[src/rtl/mwu_pkg.sv]
`timescale 1ns/1ps
package mwu_pkg;
  localparam int ADDR_W = 32;
  localparam int DATA_W = 32;
  localparam int REG_AW = 8;

  typedef logic [ADDR_W-1:0] addr_t;
  typedef logic [DATA_W-1:0] word_t;

  // register word addresses
  localparam int OFS_WATCH_SET = 'h00;
  localparam int OFS_WATCH_CLR = 'h01;
  localparam int OFS_IEN_SET   = 'h02;
  localparam int OFS_IEN_CLR   = 'h03;
  localparam int OFS_NEN_SET   = 'h04;
  localparam int OFS_NEN_CLR   = 'h05;
  localparam int OFS_EVT       = 'h10;
  localparam int OFS_USR       = 'h20;
  localparam int OFS_SUBM      = 'h30;
  localparam int OFS_RSTAT     = 'h34;
  localparam int OFS_WSTAT     = 'h38;
endpackage

[src/rtl/mwu_user_win.sv]
`timescale 1ns/1ps
module mwu_user_win
  import mwu_pkg::*;
(
  input  logic  clk,
  input  logic  rst_n,
  input  logic  lo_we,
  input  logic  hi_we,
  input  word_t wdata,
  input  addr_t mon_addr,
  output addr_t lo,
  output addr_t hi,
  output logic  match
);
  always_ff @(posedge clk or negedge rst_n) begin
    if (!rst_n) begin
      lo <= '0;
      hi <= '0;
    end else begin
      if (lo_we) lo <= wdata;
      if (hi_we) hi <= wdata;
    end
  end

  // inclusive bounds on both sides
  assign match = (mon_addr >= lo) && (mon_addr <= hi);

  // an inverted window must stay silent
  assert_inverted_silent_R3: assert property (@(posedge clk) disable iff (!rst_n)
    (lo > hi) |-> !match);
endmodule

[src/rtl/mwu_periph_win.sv]
`timescale 1ns/1ps
module mwu_periph_win
  import mwu_pkg::*;
#(
  parameter addr_t BASE      = 32'h4000_0000,
  parameter int    SUB_NUM   = 32,
  parameter int    SUB_SHIFT = 12
)(
  input  logic               clk,
  input  logic               rst_n,
  input  logic               mon_valid,
  input  logic               mon_write,
  input  addr_t              mon_addr,
  input  logic               watch_wr,
  input  logic               watch_rd,
  input  logic               mask_we,
  input  logic               rclr_we,
  input  logic               wclr_we,
  input  word_t              wdata,
  output logic [SUB_NUM-1:0] sub_mask,
  output logic [SUB_NUM-1:0] rd_stat,
  output logic [SUB_NUM-1:0] wr_stat,
  output logic               in_sel
);
  localparam int IDX_W     = $clog2(SUB_NUM);
  localparam int WIN_SHIFT = SUB_SHIFT + IDX_W;

  logic               in_window;
  logic [IDX_W-1:0]   sub_idx;
  logic [SUB_NUM-1:0] sub_hot;
  logic [SUB_NUM-1:0] rd_set;
  logic [SUB_NUM-1:0] wr_set;
  logic [SUB_NUM-1:0] rd_clr;
  logic [SUB_NUM-1:0] wr_clr;

  // window is aligned to its own span, so an upper-bit match suffices
  assign in_window = (mon_addr[ADDR_W-1:WIN_SHIFT] == BASE[ADDR_W-1:WIN_SHIFT]);
  assign sub_idx   = mon_addr[WIN_SHIFT-1:SUB_SHIFT];
  assign sub_hot   = SUB_NUM'(1) << sub_idx;
  assign in_sel    = in_window && sub_mask[sub_idx];

  assign rd_set = (mon_valid && !mon_write && watch_rd && in_sel) ? sub_hot : '0;
  assign wr_set = (mon_valid &&  mon_write && watch_wr && in_sel) ? sub_hot : '0;
  assign rd_clr = rclr_we ? wdata[SUB_NUM-1:0] : '0;
  assign wr_clr = wclr_we ? wdata[SUB_NUM-1:0] : '0;

  always_ff @(posedge clk or negedge rst_n) begin
    if (!rst_n) begin
      sub_mask <= '0;
      rd_stat  <= '0;
      wr_stat  <= '0;
    end else begin
      if (mask_we) sub_mask <= wdata[SUB_NUM-1:0];
      rd_stat <= (rd_stat & ~rd_clr) | rd_set;   // set beats clear
      wr_stat <= (wr_stat & ~wr_clr) | wr_set;
    end
  end

  assert_rd_sticky_R7: assert property (@(posedge clk) disable iff (!rst_n)
    !rclr_we |=> ((rd_stat & $past(rd_stat)) == $past(rd_stat)));
  assert_wr_sticky_R7: assert property (@(posedge clk) disable iff (!rst_n)
    !wclr_we |=> ((wr_stat & $past(wr_stat)) == $past(wr_stat)));
  assert_rd_mark_R7: assert property (@(posedge clk) disable iff (!rst_n)
    (mon_valid && !mon_write && watch_rd && in_window && sub_mask[sub_idx])
    |=> rd_stat[$past(sub_idx)]);
  assert_wr_mark_R7: assert property (@(posedge clk) disable iff (!rst_n)
    (mon_valid && mon_write && watch_wr && in_window && sub_mask[sub_idx])
    |=> wr_stat[$past(sub_idx)]);
  assert_outside_quiet_R11: assert property (@(posedge clk) disable iff (!rst_n)
    !in_window |-> !in_sel);
endmodule

[src/rtl/mem_watch_unit.sv]
`timescale 1ns/1ps
module mem_watch_unit
  import mwu_pkg::*;
#(
  parameter int                      NUM_USER  = 4,
  parameter int                      NUM_PER   = 2,
  parameter int                      SUB_NUM   = 32,
  parameter int                      SUB_SHIFT = 12,
  parameter logic [NUM_PER*ADDR_W-1:0] PER_BASES = {32'h5000_0000, 32'h4000_0000}
)(
  input  logic              clk,
  input  logic              rst_n,
  input  logic              mon_valid,
  input  logic              mon_write,
  input  logic [ADDR_W-1:0] mon_addr,
  input  logic              reg_wr,
  input  logic [REG_AW-1:0] reg_addr,
  input  logic [DATA_W-1:0] reg_wdata,
  output logic [DATA_W-1:0] reg_rdata,
  output logic              irq,
  output logic              nmi
);
  localparam int NUM_WIN  = NUM_USER + NUM_PER;
  localparam int NUM_EVT  = 2 * NUM_WIN;
  localparam int PER_EVT0 = 2 * NUM_USER;

  logic [NUM_EVT-1:0] watch_en, irq_en, nmi_en, evt;
  logic [NUM_EVT-1:0] hit_raw, evt_clr;
  logic               irq_q, nmi_q;

  addr_t              usr_lo [NUM_USER];
  addr_t              usr_hi [NUM_USER];
  logic               usr_match [NUM_USER];
  logic [SUB_NUM-1:0] per_mask  [NUM_PER];
  logic [SUB_NUM-1:0] per_rstat [NUM_PER];
  logic [SUB_NUM-1:0] per_wstat [NUM_PER];
  logic               per_sel   [NUM_PER];

  logic sel_wset, sel_wclr, sel_iset, sel_iclr, sel_nset, sel_nclr;
  assign sel_wset = reg_wr && (reg_addr == REG_AW'(OFS_WATCH_SET));
  assign sel_wclr = reg_wr && (reg_addr == REG_AW'(OFS_WATCH_CLR));
  assign sel_iset = reg_wr && (reg_addr == REG_AW'(OFS_IEN_SET));
  assign sel_iclr = reg_wr && (reg_addr == REG_AW'(OFS_IEN_CLR));
  assign sel_nset = reg_wr && (reg_addr == REG_AW'(OFS_NEN_SET));
  assign sel_nclr = reg_wr && (reg_addr == REG_AW'(OFS_NEN_CLR));

  // general windows: write hit on even event, read hit on odd
  for (genvar w = 0; w < NUM_USER; w++) begin : g_user
    mwu_user_win u_win (
      .clk      (clk),
      .rst_n    (rst_n),
      .lo_we    (reg_wr && (reg_addr == REG_AW'(OFS_USR + 2*w))),
      .hi_we    (reg_wr && (reg_addr == REG_AW'(OFS_USR + 2*w + 1))),
      .wdata    (reg_wdata),
      .mon_addr (mon_addr),
      .lo       (usr_lo[w]),
      .hi       (usr_hi[w]),
      .match    (usr_match[w])
    );
    assign hit_raw[2*w]   = mon_valid &&  mon_write && usr_match[w];
    assign hit_raw[2*w+1] = mon_valid && !mon_write && usr_match[w];
  end

  // fixed sliced windows follow the general ones in event order
  for (genvar p = 0; p < NUM_PER; p++) begin : g_per
    mwu_periph_win #(
      .BASE      (PER_BASES[p*ADDR_W +: ADDR_W]),
      .SUB_NUM   (SUB_NUM),
      .SUB_SHIFT (SUB_SHIFT)
    ) u_win (
      .clk       (clk),
      .rst_n     (rst_n),
      .mon_valid (mon_valid),
      .mon_write (mon_write),
      .mon_addr  (mon_addr),
      .watch_wr  (watch_en[PER_EVT0 + 2*p]),
      .watch_rd  (watch_en[PER_EVT0 + 2*p + 1]),
      .mask_we   (reg_wr && (reg_addr == REG_AW'(OFS_SUBM + p))),
      .rclr_we   (reg_wr && (reg_addr == REG_AW'(OFS_RSTAT + p))),
      .wclr_we   (reg_wr && (reg_addr == REG_AW'(OFS_WSTAT + p))),
      .wdata     (reg_wdata),
      .sub_mask  (per_mask[p]),
      .rd_stat   (per_rstat[p]),
      .wr_stat   (per_wstat[p]),
      .in_sel    (per_sel[p])
    );
    assign hit_raw[PER_EVT0 + 2*p]     = mon_valid &&  mon_write && per_sel[p];
    assign hit_raw[PER_EVT0 + 2*p + 1] = mon_valid && !mon_write && per_sel[p];
  end

  for (genvar e = 0; e < NUM_EVT; e++) begin : g_evt_clr
    assign evt_clr[e] = reg_wr && (reg_addr == REG_AW'(OFS_EVT + e)) && !reg_wdata[0];
  end

  always_ff @(posedge clk or negedge rst_n) begin
    if (!rst_n) begin
      watch_en <= '0;
      irq_en   <= '0;
      nmi_en   <= '0;
    end else begin
      if (sel_wset)      watch_en <= watch_en |  reg_wdata[NUM_EVT-1:0];
      else if (sel_wclr) watch_en <= watch_en & ~reg_wdata[NUM_EVT-1:0];
      if (sel_iset)      irq_en   <= irq_en   |  reg_wdata[NUM_EVT-1:0];
      else if (sel_iclr) irq_en   <= irq_en   & ~reg_wdata[NUM_EVT-1:0];
      if (sel_nset)      nmi_en   <= nmi_en   |  reg_wdata[NUM_EVT-1:0];
      else if (sel_nclr) nmi_en   <= nmi_en   & ~reg_wdata[NUM_EVT-1:0];
    end
  end

  // a watched hit in the same cycle as a clear leaves the flag set
  always_ff @(posedge clk or negedge rst_n) begin
    if (!rst_n) evt <= '0;
    else        evt <= (evt & ~evt_clr) | (hit_raw & watch_en);
  end

  always_ff @(posedge clk or negedge rst_n) begin
    if (!rst_n) begin
      irq_q <= 1'b0;
      nmi_q <= 1'b0;
    end else begin
      irq_q <= |(evt & irq_en);
      nmi_q <= |(evt & nmi_en);
    end
  end

  assign irq = irq_q;
  assign nmi = nmi_q;

  always_comb begin
    reg_rdata = '0;
    if (reg_addr == REG_AW'(OFS_WATCH_SET) || reg_addr == REG_AW'(OFS_WATCH_CLR))
      reg_rdata = DATA_W'(watch_en);
    if (reg_addr == REG_AW'(OFS_IEN_SET) || reg_addr == REG_AW'(OFS_IEN_CLR))
      reg_rdata = DATA_W'(irq_en);
    if (reg_addr == REG_AW'(OFS_NEN_SET) || reg_addr == REG_AW'(OFS_NEN_CLR))
      reg_rdata = DATA_W'(nmi_en);
    for (int e = 0; e < NUM_EVT; e++)
      if (reg_addr == REG_AW'(OFS_EVT + e)) reg_rdata = DATA_W'(evt[e]);
    for (int w = 0; w < NUM_USER; w++) begin
      if (reg_addr == REG_AW'(OFS_USR + 2*w))     reg_rdata = usr_lo[w];
      if (reg_addr == REG_AW'(OFS_USR + 2*w + 1)) reg_rdata = usr_hi[w];
    end
    for (int p = 0; p < NUM_PER; p++) begin
      if (reg_addr == REG_AW'(OFS_SUBM + p))  reg_rdata = DATA_W'(per_mask[p]);
      if (reg_addr == REG_AW'(OFS_RSTAT + p)) reg_rdata = DATA_W'(per_rstat[p]);
      if (reg_addr == REG_AW'(OFS_WSTAT + p)) reg_rdata = DATA_W'(per_wstat[p]);
    end
  end

  assert_watch_set_R2: assert property (@(posedge clk) disable iff (!rst_n)
    sel_wset |=> ((watch_en & $past(reg_wdata[NUM_EVT-1:0])) == $past(reg_wdata[NUM_EVT-1:0])));
  assert_watch_clr_R2: assert property (@(posedge clk) disable iff (!rst_n)
    sel_wclr |=> ((watch_en & $past(reg_wdata[NUM_EVT-1:0])) == '0));
  assert_evt_gated_R4: assert property (@(posedge clk) disable iff (!rst_n)
    ((evt & ~$past(evt) & ~$past(watch_en)) == '0));
  assert_set_wins_R5: assert property (@(posedge clk) disable iff (!rst_n)
    (|(hit_raw & watch_en)) |=> ((evt & $past(hit_raw & watch_en)) == $past(hit_raw & watch_en)));
  assert_irq_raise_R8: assert property (@(posedge clk) disable iff (!rst_n)
    (|(evt & irq_en)) |=> irq);
  assert_irq_quiet_R8: assert property (@(posedge clk) disable iff (!rst_n)
    ($past(irq_en) == '0) |-> !irq);
  assert_nmi_raise_R9: assert property (@(posedge clk) disable iff (!rst_n)
    (|(evt & nmi_en)) |=> nmi);
  assert_nmi_quiet_R9: assert property (@(posedge clk) disable iff (!rst_n)
    ($past(nmi_en) == '0) |-> !nmi);
endmodule

[config.mk]
export PLATFORM = sky130hd
export DESIGN_NAME = mem_watch_unit
export DESIGN_NICKNAME = d
export VERILOG_FILES = /design/src/rtl/mwu_pkg.sv /design/src/rtl/mwu_user_win.sv /design/src/rtl/mwu_periph_win.sv /design/src/rtl/mem_watch_unit.sv
export SDC_FILE = /design/constraint.sdc
export NUM_CORES = 1
export LEC_CHECK = 0
export ABC_AREA = 1
export CAP_MARGIN = 5
export CORE_MARGIN = 5
export CORE_UTILIZATION = 50
export DETAILED_ROUTE_END_ITERATION = 10
export GPL_ROUTABILITY_DRIVEN = 0
export PLACE_DENSITY = 0.74
export SYNTH_ARGS = -nofsm -noshare
export SYNTH_HDL_FRONTEND = slang
export SYNTH_HIERARCHICAL = 1
export SYNTH_SLANG_ARGS = --single-unit
[constraint.sdc]
create_clock -name clk -period 2.4 [get_ports clk]
set_input_delay 0.24 -clock clk [delete_from_list [all_inputs] [get_ports clk]]
set_output_delay 0.24 -clock clk [all_outputs]
set_load 0.02 [all_outputs]
==> metrics list, run 1 <==
- Status: complete, but fails checks
- The checks that failed: negative setup slack.
* CP Data Required Time: approximately 2.2 ns
* Highest signal layer in the routed design: met4
* DRC Markers: 0
- Fraction of power consumed by the clock network: 40.0%
- For this run, the top clock speed supported by timing is 340.8 MHz.
- Sequential cells were found to cover roughly two fifths of the synthesized design area.
- In this run the power density over the cells is around 540 nW/um^2.
- For the pin with the worst max-slew slack, the measured transition is around 0.91 ns.
* Wire length of the first global-routing pass: approximately 170000 um
- After synthesis, the largest area contributor takes up between 30% and 40% of total cell area.
* Number of enable flip-flop cells after synthesis: 0
* Static leakage: between 20 and 25 nW
* Core area: 61830 sq um
- Initial standard-cell utilization of the core: around half
* Number of warnings printed during yosys synthesis: 6
* #FFs+latches synth: 498
- Sequential fraction of design power: 43.5%
- Cell internal power was estimated by the tool at approximately 15 mW.
- Cells fill ~64% of the core in the end.
* Clock tree from TritonCTS: done
- In the detailed route, the total length drawn on met3 is between 9000 and 10000 um.
* Detail-routed via count per cell: 5.868
- Multi-input logic area: between 15000 and 20000 sq um
- Pre-antenna DRT Iters: 7
- Clock Tree Root: clkbuf_16
* # H-tree levels: 2
- Post-route worst hold slack: approximately 0.15 ns
* Die area: 67590 sq um
- Minimum setup slack among reg-to-reg paths: about 0.08 ns
* Netlist area before placement: 31240 sq um
* Routed wire per std cell: approximately 21 um
- Hold WC Path Type: input pin to async pin
- Data arrives at the worst endpoint at ~2.7 ns.
- Leading post-synthesis cells by cell area: dfrtp_1 (40%), nand2_1 (14%), ha_1 (10%)
- Dividing the final minimum period by the clock period gives 122.3%.
- Critical path launch point type: flip-flop
* Number of buffers inserted during clock tree synthesis: 55
* Worst-case headroom to the max-slew limit: just under 40%
- The clock reaches the later pin of the worst-skew pair after 0.62 ns.
- Final Max Slew Viols: 0
* Chip width: 260.0 um
- The critical path is of the flip-flop to output pin type.
* Routed length on met1: between 40000 and 50000 um
- Count of max-cap constraint violations: 0
- Count of buffers inserted at the top-level ports: 110
* Antenna violations before repair: 1
- Share of cells above drive strength 1: between 10% and 20%
- The largest total area in the synthesized netlist belongs to dfrtp_1.
* Total length of routed wires: roughly 110000 um
- Maximum net fanout on the critical path: 2
- Top_reg_cell synth: dfrtp_1
- Number of different library cells in the post-synthesis netlist: 49
* Endpoint type of the worst setup path: output pin
- Net switching is 29.31% of the power.
- Average cell area after synthesis: around 7.6 sq um
- Placement row count: 91
* Area occupied by registers: approximately 12000 sq um
- Clock tree sinks: 498
* Number of filler instances in the final layout: about 5000
- NumNets Final: a little under 5000
* Final worst setup slack: -0.5344 ns
- The longest clock path from root to sink contains 3 buffers.
- For this design the total switching power over the nets is between 6 and 7 mW.
* Logic gate share of total power: between 10% and 20%
- Async SR Flop Fraction: 100.0%
* Number of endpoints with negative hold slack in the final report: 0
- Detailed placement finished with a half-perimeter wire length of 77670 um.
* Post-layout minimum cycle time: approximately 3 ns
- Setup violations remaining at the end of the flow were counted as 32.
* DR vias: ~32000
- The routed design uses around 52000 um of met2 wire.
- Antenna diode count: 0
- After clock tree synthesis, the clock-pin slew on the worst setup and hold paths is 0.06 ns.
- Largest net degree at the start of global routing: 87
- Critical register-to-register path startpoint: g_user[1].u_win/hi[27]
* Initial DRC Count: approximately 3600
* Number of primary I/O pins: 111
- Post-route clock skew: 0.01213 ns
- P&R area growth vs syn: 26.57%
- Total global routing track utilization: 31.91%
- The number of cells on the worst reg-to-reg path is 13.
- Final antenna-violating net count: 0
- The worst register-to-register path ends at evt[3].
* Cells after synthesis: ~4100
- In this run the vertical extent of the chip is approximately 260 um.
- Setup repair after global routing could not meet its margin everywhere.
- The via count of the first global-routing pass is around 31000.
* IR Drop Worst-Case VDD: approximately 0.58 mV
- Grt total ovfl: 0
- Counting every net in the synthesized netlist gives roughly 4500.
metrics by stage:
stage               worst slack (ns)  TNS (ns)  total power, mW  area [sq um]  std cells
finish                       -0.5344    -12.07            21.51         39540       5380
global route                 -0.7994    -14.56            22.28         39540       5380
CTS                          -0.5369    -11.12            21.36         38810       5344
detailed placement            -1.507   -102.28            12.71         35570       5202
global placement              -1.527    -98.17            12.60         35570       5202
floorplan                     0.1748         0            11.12         31240       4128
area by class of cell:
| type | instances | share of cell area, % |
|---|---|---|
| Multi-Input combinational cell | 2898 | 42.81 |
| Sequential cell | 498 | 31.52 |
| Timing Repair Buffer | 516 | 13.32 |
| Inverter | 534 | 5.164 |
| Clock buffer | 82 | 4.116 |
| Tap cell | 837 | 2.648 |
| Clock inverter | 14 | 0.3923 |
| Timing Repair inverter | 1 | 0.02848 |
state kept, by name (all words and copies together) (netlist names), named ones only:
signal and cells:
evt 12, g_per.u_win/rd_stat 64, g_per.u_win/sub_mask 64, g_per.u_win/wr_stat 64, g_user.u_win/hi 128, g_user.u_win/lo 128
irq 1, nmi 1
metal layers:
| layer | track usage, % | up-vias |
|---|---|---|
| met1 | 39.59 | 14939 |
| li1 | - | 14444 |
| met2 | 52.25 | 1686 |
| met5 | 0 | - |
| met3 | 5.563 | 499 |
| met4 | 19.17 | 0 |
Yosys cell counts (all sizes together), types with 4 or more instances:
cell,instances
a21o,8
a21oi,214
a221o,4
a221oi,27
buf,102
clkbuf,96
clkinv,9
dfrtp,498
ha,256
inv,525
mux2,8
mux2i,8
nand2,1158
nand3,120
nand4,226
nor2,250
nor3,13
nor4,21
o2111ai,9
o211ai,4
o21a,12
o21ai,514
o21bai,5
o22ai,18
o31ai,8
o32ai,5
or2,4
worst max path at each step:
stage                      startpoint             to  slack, ns
after floorplan           reg_addr[6]  reg_rdata[18]       0.17
after global placement    reg_addr[2]   reg_rdata[7]      -1.53
after detailed placement  reg_addr[2]   reg_rdata[7]      -1.51
after CTS                   flip-flop   reg_rdata[4]      -0.54
after global routing           evt[0]   reg_rdata[0]      -0.80
final                       flip-flop   reg_rdata[4]      -0.53
worst max-delay path: stages (launching register included):
cell	delay, ns
dfrtp_1	0.37
inv_1	0.08
o22ai_2	0.10
a21oi_2	0.15
nand2_1	0.09
a221oi_2	0.20
buf_4	0.15
nand4_1	0.09
o21ai_2	0.11
nand4_1	0.16
o21ai_1	0.11
nand2_1	0.09
a21oi_2	0.14
nand3_2	0.08
buf_6	0.14
power groups by stage:
| stage | Clock, mW | Sequential [mW] | Combinational (mW) |
|---|---|---|---|
| finish | 8.60 | 9.35 | 3.56 |
| CTS | 8.64 | 9.30 | 3.42 |
| global route | 8.95 | 9.39 | 3.95 |
| floorplan | 0 | 9.28 | 1.84 |
| detailed placement | 0 | 9.40 | 3.31 |
| global placement | 0 | 9.39 | 3.21 |
kinds of logic after synthesis:
family,Yosys count,share of synthesized area (%)
flip-flops,498,39.89
adder cells (fa/ha/maj),256,10.25
AND/OR/NAND/NOR,1796,25.17
AO/OA/AOI/OAI,830,14.28
multiplexers,16,0.5447
buffers and inverters,732,9.867
what timing repair did:
item,4_1_cts,5_1_grt
pin swaps,117,141
resized for setup,486,134
setup buffers,41,40
hold buffers,1,0
cloned,9,2
endpoints found under the hold margin,115,0
endpoints found under the setup margin,32,32
placed cells by master, fill, tap and decap left out, types with 66 or more instances in the layout:
cell	count
inv_1	481
nand2_1	1086
dfrtp_1	496
nor2_1	202
clkdlybuf4s50_1	66
nand3_1	99
o21ai_0	434
ha_1	256
a21oi_1	182
nand4_1	222
buf_12	67
buf_4	308
No activity file was read; power rests on OpenSTA's default activity.
==> run 2: changes to the inputs <==
PLACE_DENSITY = 0.67   (was 0.74)
==> run 2 against run 1 <==
Combinational power is essentially flat. Sequential power barely moved. Power is 1.7% higher. The flow still finishes with violations (negative setup slack). Setup slack got worse by 0.11 ns. Largest cell class unchanged. Clock skew up 0.0013 ns. Largest power group unchanged. Die area is the same. Critical endpoint is now reg_rdata[0].
==> metrics list, run 2 (same netlist as run 1, synthesis figures left out) <==
* Overall die height: 260.0 um (unchanged)
- The global-route congestion overflow total came to 0 (unchanged).
* Arr. time, crit path: 2.80 ns (+0.11 ns)
- Largest registers: g_user.u_win/hi x128, g_user.u_win/lo x128
- The setup slack on the worst flop-to-flop path is 0.10 ns (+0.02 ns).
- The slowest stage of the critical path is the dfrtp_1 cell.
- The layout net count came to 4843 (+0.12%).
* Share of cells above drive strength 1: 18.91% (-0.037 points)
- The routed via count divided by cell count came to 5.771 (-1.6%).
- Clock tree from TritonCTS: done
- Number of primary I/O pins: 111 (unchanged)
- The worst hold-check slack came to 0.004952 ns (-0.1428 ns).
- The placed wire-length estimate came to 80260 um (+3.3%).
* Number of cells after detailed placement: 5208 (+0.12%)
* Die area: 67590 sq um (unchanged)
* Sum of negative setup slack: -11.67 ns (+0.4019 ns)
- The total power of the final layout is 21.86 mW (+1.7%).
- Failing checks: negative setup slack
* Clock Tree Root: clkbuf_16
- Kind of cell adding the most delay to the critical path: simple AND/OR/NAND/NOR gates
* Slew at the pin closest to its max-slew limit: 0.8392 ns (-0.07047 ns)
* Antenna violations before repair: 1 (unchanged)
* Hold WC Path Type: input pin to flip-flop
* Final antenna-violating net count: 0 (unchanged)
* Placed Instance Area: 35610 sq um (+0.11%)
- The delay of the slowest cell on the worst path was 0.40 ns (+0.03 ns).
- P&R area growth vs syn: 26.86%
* Pre-CTS setup slack: -1.502 ns (+0.004350 ns)
* Count of buffers inserted at the top-level ports: 110 (unchanged)
- The global-route usage over all layers is 32.97% (+1.1 points).
* DR vias: 31107 (-1.5%)
- The number of non-filler instances in the completed layout is 5390 (+0.19%).
* Final Max Slew Viols: 0 (unchanged)
- Area occupied by registers: 12470 sq um (about the same)
* # H-tree levels: 2 (unchanged)
- RSZ-0062 raised after global routing: true
- Total non-filler cell area in the finished layout: 39630 sq um (+0.23%)
- Most used cells in the layout excluding fill and tap cells: nand2_1 (1088), dfrtp_1 (494), inv_1 (480)
* Largest net degree at the start of global routing: 68 (-22%)
- Count of max-cap constraint violations: 0 (unchanged)
* Maximum net fanout on the critical path: 2 (unchanged)
* Most frequent standard cell in the layout excluding fill and tap cells: nand2_1
* Pre-antenna DRT Iters: 8 (+1)
- CP Cell Sequence: o2111ai_2 -> nand3_1 -> nand2_1 -> nand4_1 -> nand2_1 -> nand4_1 -> nand2_1 -> nand4_1 -> nand2_1 -> nand4_1 -> nand2_2 -> nand3_2 -> nand2_2 -> nand3_2 -> nand2_2 -> nand3_2 -> buf_6
- Final core area utilization: 64.11% (+0.15 points)
- Critical path launch point type: flip-flop
- Clock tree sinks: 498 (unchanged)
- Endpoint type of the worst setup path: output pin
* Clock slew seen by the registers of the worst setup and hold paths: 0.06 ns (about the same)
- Placement row count: 91 (unchanged)
- Chip width: 260.0 um (unchanged)
- Initial standard-cell utilization of the core: 50.54% (unchanged)
- Number of buffers inserted during clock tree synthesis: 57 (+3.6%)
- The total length of routed wires was 114100 um (+1.2%).
- The headroom to the max-slew limit was 43.85% (+4.7 points).
* Worst path buffer plus inverter count: 1 (-2)
- Initial DRC Count: 3088 (-15%)
- The global-route wire length before repair is 173600 um (+2.2%).
- IR Drop Worst-Case VDD: 0.5029 mV (-13%)
- Final worst setup slack: -0.6426 ns (-0.1083 ns)
- The remaining design rule violation count came to 0 (unchanged).
- The area of the placeable core is 61830 sq um (unchanged).
* Number of filler instances in the final layout: 5214 (+5.7%)
* Worst-skew pair later-pin latency: 0.63 ns (about the same)
- Multi-input logic area: 16880 sq um (-0.32%)
- Status: complete, but fails checks
- The data required time at the worst endpoint came to 2.16 ns (about the same).
* Max Root-Sink Buffers: 3 (unchanged)
- Worst Path Class, Setup: flip-flop to output pin
- Total power density per cell area: 551.6 nW/um^2 (+1.4%)
- The maximum clock frequency came to 328.7 MHz (-3.6%).
- The largest clock skew in the final design was 0.01345 ns (+0.001325 ns).
* Static leakage: 20.46 nW (+0.25%)
- Routed wire per std cell: 21.16 um (+1.0%)
* Number of endpoints with negative hold slack in the final report: 0 (unchanged)
- The via count of the first global-routing pass is 30379 (-0.52%).
* # setup viols final: 32 (unchanged)
* Share of the clock period used by the worst path: 126.8% (+4.5 points)
- The minimum period implied by the final worst setup slack is 3.043 ns (+0.1083 ns).
==> run 2: final timing paths <==
kind                                       startpoint                          to  depth (start not counted)
max                                            evt[0]                reg_rdata[0]                         17
min                                       reg_addr[0]                   flip-flop                          3
max reg2reg                     g_user[0].u_win/lo[1]                      evt[0]                         16
min reg2reg                g_per[0].u_win/wr_stat[30]  g_per[0].u_win/wr_stat[30]                          2
max in group asynchronous                       rst_n       g_user[3].u_win/hi[1]                          3
min in group asynchronous                       rst_n                   async pin                          2
==> run 2: layout make-up <==
cell class	count	share of cell area, %
sequential	498	31.46
clock inverter	16	0.4767
clock buffer	85	4.224
timing repair buffer	520	13.46
multi-input combinational	2899	42.58
antenna	1	0.006314
tap	837	2.642
inverter	534	5.158
==> run 2: worst register-to-register path: cells and delay by family (launching register included) <==
kind / cells / cell delay, ns
AOI/OAI and AO/OA: 1 / 0.29
adders and majority gates: 1 / 0.29
buffers and inverters: 3 / 0.38
DFF: 1 / 0.40
and+or+nand+nor: 11 / 0.85
==> run 2: per-layer routing <==
layer	part of all wire, %	track usage (%)	vias up	wire length [um]
li1	-	-	14482	-
met1	38	41.36	14671	43650
met2	46	53.04	1517	52120
met3	9.0	6.728	437	10230
met4	7.1	19.21	0	8077
met5	0	0	-	0
==> run 2: timing repair <==
action	4_1_cts	5_1_grt
setup buffers	53	28
hold buffers	1	0
pin swaps	105	145
cloned	7	2
hold endpoints to repair	50	0
gates resized for setup	490	131
endpoints found under the setup margin	32	35
==> run 2: power breakdown <==
part / leakage (nW) / internal (mW) / switching [mW]
Clock: 0.914 / 5.21 / 3.74
Combinational: 14.0 / 1.31 / 2.25
Sequential: 5.54 / 8.92 / 0.432
